File: src/rtl/crc_ins_pkg.sv
// Shared tags and default widths for the metaframe CRC inserter.
// Assumes the framing builder supplies one tag per word.
package crc_ins_pkg;

    typedef enum logic [1:0] {
        WK_DATA  = 2'd0,
        WK_SYNC  = 2'd1,
        WK_SCRAM = 2'd2,
        WK_DIAG  = 2'd3
    } word_kind_e;

    localparam int unsigned HDR_BITS  = 3;
    localparam int unsigned BODY_BITS = 64;
    localparam int unsigned CHK_BITS  = 32;
    localparam int unsigned SCR_BITS  = 58;

endpackage

File: src/rtl/crc_field_mask.sv
// Zeroes the body bits that are excluded from the CRC for the given word kind.
// Assumes the scrambler state sits in the low SCR_W bits and the check field
// in the low CRC_W bits of their words.
module crc_field_mask
    import crc_ins_pkg::*;
#(
    parameter int unsigned DATA_W = BODY_BITS,
    parameter int unsigned SCR_W  = SCR_BITS,
    parameter int unsigned CRC_W  = CHK_BITS
) (
    input  word_kind_e         kind,
    input  logic [DATA_W-1:0]  body,
    output logic [DATA_W-1:0]  masked
);

    localparam logic [DATA_W-1:0] SCR_KEEP = {{(DATA_W-SCR_W){1'b1}}, {SCR_W{1'b0}}};
    localparam logic [DATA_W-1:0] CHK_KEEP = {{(DATA_W-CRC_W){1'b1}}, {CRC_W{1'b0}}};

    // Select the keep mask for the word kind and apply it.
    always_comb begin
        unique case (kind)
            WK_SCRAM: masked = body & SCR_KEEP;
            WK_DIAG:  masked = body & CHK_KEEP;
            default:  masked = body;
        endcase
    end

endmodule

File: src/rtl/crc_par_step.sv
// One parallel CRC step over DATA_W bits, MSB first, non-reflected.
// Assumes POLY is written without its top term.
module crc_par_step #(
    parameter int unsigned      CRC_W  = 32,
    parameter int unsigned      DATA_W = 64,
    parameter logic [CRC_W-1:0] POLY   = 32'h1EDC6F41
) (
    input  logic [CRC_W-1:0]  crc_in,
    input  logic [DATA_W-1:0] data,
    output logic [CRC_W-1:0]  crc_out
);

    // Unrolled bit-serial shift folded into one combinational step.
    always_comb begin
        logic [CRC_W-1:0] acc;
        logic             fb;
        acc = crc_in;
        for (int i = DATA_W - 1; i >= 0; i--) begin
            fb  = acc[CRC_W-1] ^ data[i];
            acc = {acc[CRC_W-2:0], 1'b0} ^ ({CRC_W{fb}} & POLY);
        end
        crc_out = acc;
    end

endmodule

File: src/rtl/crc_span_accum.sv
// Running CRC register for one metaframe. It restarts from INIT on a
// synchronization word and advances only on accepted words.
// Assumes body bits are already masked.
module crc_span_accum #(
    parameter int unsigned      CRC_W  = 32,
    parameter int unsigned      DATA_W = 64,
    parameter logic [CRC_W-1:0] POLY   = 32'h1EDC6F41,
    parameter logic [CRC_W-1:0] INIT   = '1
) (
    input  logic              clk,
    input  logic              rst_n,
    input  logic              take,
    input  logic              restart,
    input  logic [DATA_W-1:0] masked,
    output logic [CRC_W-1:0]  crc_next
);

    logic [CRC_W-1:0] crc_q;
    logic [CRC_W-1:0] seed;

    // Choose the starting value: fresh on sync, running otherwise.
    always_comb seed = restart ? INIT : crc_q;

    crc_par_step #(.CRC_W(CRC_W), .DATA_W(DATA_W), .POLY(POLY)) u_step (
        .crc_in (seed),
        .data   (masked),
        .crc_out(crc_next)
    );

    // Hold the running CRC; update only on an accepted word.
    always_ff @(posedge clk) begin
        if (!rst_n)    crc_q <= INIT;
        else if (take) crc_q <= crc_next;
    end

endmodule

File: src/rtl/metaframe_crc_inserter.sv
// Per-lane metaframe CRC-32 inserter. It absorbs each accepted word into a
// running CRC and writes the inverted result into the low check field of the
// diagnostic word. One output register stage; ready is passed straight upstream.
// Assumes in_kind is valid with in_data, and metaframes open with a sync word.
module metaframe_crc_inserter
    import crc_ins_pkg::*;
#(
    parameter int unsigned      HDR_W  = HDR_BITS,
    parameter int unsigned      DATA_W = BODY_BITS,
    parameter int unsigned      CRC_W  = CHK_BITS,
    parameter int unsigned      SCR_W  = SCR_BITS,
    parameter logic [CRC_W-1:0] POLY   = 32'h1EDC6F41
) (
    input  logic                    clk,
    input  logic                    rst_n,
    input  logic                    in_valid,
    output logic                    in_ready,
    input  logic [1:0]              in_kind,
    input  logic [HDR_W+DATA_W-1:0] in_data,
    output logic                    out_valid,
    input  logic                    out_ready,
    output logic [HDR_W+DATA_W-1:0] out_data
);

    localparam int unsigned WORD_W = HDR_W + DATA_W;

    word_kind_e         kind;
    logic               take;
    logic [DATA_W-1:0]  masked;
    logic [CRC_W-1:0]   crc_next;
    logic [WORD_W-1:0]  ins_word;

    // Decode the tag and the handshake.
    always_comb begin
        kind     = word_kind_e'(in_kind);
        in_ready = out_ready;
        take     = in_valid && out_ready;
    end

    crc_field_mask #(.DATA_W(DATA_W), .SCR_W(SCR_W), .CRC_W(CRC_W)) u_mask (
        .kind  (kind),
        .body  (in_data[DATA_W-1:0]),
        .masked(masked)
    );

    crc_span_accum #(.CRC_W(CRC_W), .DATA_W(DATA_W), .POLY(POLY), .INIT('1)) u_acc (
        .clk     (clk),
        .rst_n   (rst_n),
        .take    (take),
        .restart (kind == WK_SYNC),
        .masked  (masked),
        .crc_next(crc_next)
    );

    // Replace the check field on diagnostic words; pass others through.
    always_comb begin
        ins_word = in_data;
        if (kind == WK_DIAG) ins_word[CRC_W-1:0] = ~crc_next;
    end

    // Output stage: advance when downstream is ready, hold otherwise.
    always_ff @(posedge clk) begin
        if (!rst_n) begin
            out_valid <= 1'b0;
            out_data  <= '0;
        end else if (out_ready) begin
            out_valid <= in_valid;
            if (in_valid) out_data <= ins_word;
        end
    end

endmodule

File: config.mk
export PLATFORM = sky130hd
export DESIGN_NAME = metaframe_crc_inserter
export DESIGN_NICKNAME = d
export VERILOG_FILES = /design/src/rtl/crc_ins_pkg.sv /design/src/rtl/crc_field_mask.sv /design/src/rtl/crc_par_step.sv /design/src/rtl/crc_span_accum.sv /design/src/rtl/metaframe_crc_inserter.sv
export SDC_FILE = /design/constraint.sdc
export NUM_CORES = 1
export LEC_CHECK = 0
export ABC_CLOCK_PERIOD_IN_PS = 31400
export BUFFER_PORTS_ARGS = -buffer_cell sky130_fd_sc_hd__buf_2
export CAP_MARGIN = 20
export CORE_ASPECT_RATIO = 0.8
export CORE_UTILIZATION = 50
export CTS_CLUSTER_DIAMETER = 150
export DETAILED_ROUTE_END_ITERATION = 7
export PLACE_DENSITY = 0.8
export SLEW_MARGIN = 25
export SYNTH_ARGS = -nofsm -noshare
export SYNTH_HDL_FRONTEND = slang
export SYNTH_SLANG_ARGS = --single-unit
File: constraint.sdc
create_clock -name clk -period 31.4 [get_ports clk]
set_input_delay 4.71 -clock clk [delete_from_list [all_inputs] [get_ports clk]]
set_output_delay 4.71 -clock clk [all_outputs]
set_load 0.01 [all_outputs]
==> results.toml <==
[outcome]
outcome = "finished, final reports clean"

[routing]
drc = 0
ant_nets = 0
drtIter0Drc = 1070
avgRoutedWirePerCell_microns = 23.4
vias_per_cell = 5.69
vias = 10629
wl_microns = 43800
firstDrtPassIters = 5

[clock_tree]
insertion_delay_ns = 0.35
cts.repair.resized = 0
cts_tree = "built"
cts-htree-levels = 3
post_cts_buffers = 0
clockBufferDepth = 2
root_buffer = "clkbuf_16"
holdBufCountCts = 0
cts_num_sinks = 100
clk_pin_slew_ns = 0.07
cts_made_buffers = 9

[timing]
timing.fmax_mhz = 62.9
fin_ws_ns = 15.51
skew_ns = 0.00549
slew_headroom_pct = 29.9
finalSetupTns_ns = 0
final_hold_viol_count = 0
period_needed_ns = 15.89
min_period_over_period_pct = 50.6
setup_viol_count_final = 0
drv_slew = 0
tightest_slew_ns = 1.04
rsz0062_at_grt = "false"

[finish]
antennaDiodeCount = 0
final_cell_mix = "xnor2_1 (319), xnor3_1 (195), buf_2 (141)"
drive_gt1_share_pct = 16.6
nFillCells = 2498
mostFrequentLayoutCell = "xnor2_1"
fin_nets = 1530
syn2layout_area_growth_pct = 8.40

[worst_setup_path]
crit_path_frequent_cell = "xnor3_1"
cp.arrival_ns = 16.12
crit_fanout = 45
path_class = "input port to register"
start_kind = "input port"
crit_slowest_cell = "xnor2_2"
crit_chain = "buf_2 -> nand2b_1 -> a21oi_1 -> a311o_1 -> xnor2_2 -> xnor3_2 -> xnor2_2 -> xor3_1 -> xnor3_1 -> xnor3_2 -> xnor2_4 -> xnor3_2 -> xnor2_4 -> xnor3_2 -> xnor2_4 -> xnor3_1 -> xnor3_1 -> xnor3_1 -> xnor2_2 -> xor2_2 -> xnor3_1 -> xnor2_1 -> o21ai_1 -> a21boi_1"
cp-end-kind = "register"
slowest_delay_ns = 0.74
required_ns = 31.63

[logic_synthesis]
syn_inst = 1368
syn-num-nets = 1441
async_reset_ff_share_pct = 0
synth_area_sq_um = 15100
ys_types = 44
ys_ff_latch = 100
synth_top_area_share_pct = 29.1
synth.top_cells.by_area = "xnor3_1 (29%), xnor2_1 (19%), dfxtp_1 (13%)"
yosys.area.top_type = "xnor3_1"
seq_area_frac_synth_pct = 13.3
synth-edff-count = 0
synth-main-ff-cell = "dfxtp_1"
avgSynthCellArea_sq_um = 11.0
ys_warn_count = 0

[global_routing]
grt_usage_pct = 29.0
grt_max_degree = 91
grt_pass1_wl_microns = 65900
grt_pass1_vias = 10321
grt_overflow_total = 0
antenna_found_initial = 0

[floorplan]
chipHeight_microns = 157
boundaryPins = 142
initial_core_util_pct = 51.2
rows = 56
coreArea_sq_um = 29500
die_area_sq_um = 30900
die_x_microns = 196

[placed_design]
pre_cts_slack_ns = 15.32
dp_hpwl_microns = 35700
globalplace.congestion = 1.01
portBuffers = 141

[run]
maxCapViolCount = 0

[hold_path]
hold_path.class = "register to register"
==> through the flow <==
stage	area, sq um	cells	util [%]	hold slack [ns]
2_1_floorplan	15100	1368	-	0.461
3_3_place_gp	16100	1852	54.4	0.443
3_5_place_dp	16100	1852	54.4	0.448
4_1_cts	16400	1868	55.5	0.459
5_1_grt	16400	1868	55.5	0.482
6_report	16400	1868	55.5	0.459
==> cells by family (layout without fill, tap and decap cells) <==
logic type	Yosys count	in the layout	share of synthesized area, %
AOI/OAI and AO/OA	201	201	8.65
xor gates and xnor gates	707	707	67.3
buffers and inverters	79	173	2.35
DFF	100	100	13.3
muxes	7	7	0.464
and+or+nand+nor	274	274	7.96
==> flip-flops by register name, indices dropped and copies added (netlist names) <==
| signal | count |
|---|---|
| out_valid | 1 |
| u_acc.crc_q | 32 |
| out_data | 67 |
==> layer usage <==
| metal | vias to the layer above | track usage, % | wire length, microns |
|---|---|---|---|
| met5 | - | 0 | 0 |
| met4 | 0 | 5.10 | 771 |
| met3 | 50 | 5.87 | 4640 |
| met2 | 579 | 45.2 | 19400 |
| met1 | 5256 | 42.1 | 18900 |
| li1 | 4744 | - | - |
==> worst paths after layout <==
kind	startpoint	to	slack [ns]	cells after the start
worst max-delay path	in_kind[1]	out_data[21]$_SDFFE_PN0P_	15.51	24
worst min-delay path	out_data[21]$_SDFFE_PN0P_	out_data[21]$_SDFFE_PN0P_	0.46	2
worst max register to register	u_acc.crc_q[31]$_SDFFE_PN1P_	out_data[21]$_SDFFE_PN0P_	20.39	23
worst min register to register	out_data[21]$_SDFFE_PN0P_	out_data[21]$_SDFFE_PN0P_	0.46	2
==> synth_stat cells (8+ instances only) <==
master      n
xnor2_1   320
xor2_1     91
inv_1      10
clkbuf_1   50
a21boi_0   48
buf_2       8
buf_4       9
dfxtp_1   100
nor2b_1    25
a21oi_1    48
xnor3_2    16
xor2_2     13
o21ai_1    21
xnor3_1   195
xnor2_2    25
xor3_1     30
nand2_1   121
nor2_1     87
nand2b_1   26
xnor2_4    12
o21ai_0    42
==> layout make-up <==
cell class	instances	area, sq um	share of cell area [%]
multi-input combinational	1189	12800	78.0
clock inverter	5	66.3	0.405
inverter	10	37.5	0.229
timing repair buffer	147	751	4.59
tap	406	508	3.10
clock buffer	11	243	1.48
sequential	100	2000	12.2
==> critical path, delay by kind of cell <==
kind	cells	cell delay, ns
XOR/XNOR	18	9.04
AO/OA/AOI/OAI	4	0.99
AND/OR/NAND/NOR	1	0.67
buffers and inverters	1	0.64
Power is left out: the tool's default activity adds up to more than one toggle a clock period on the data nets, which glitch-free logic cannot reach.
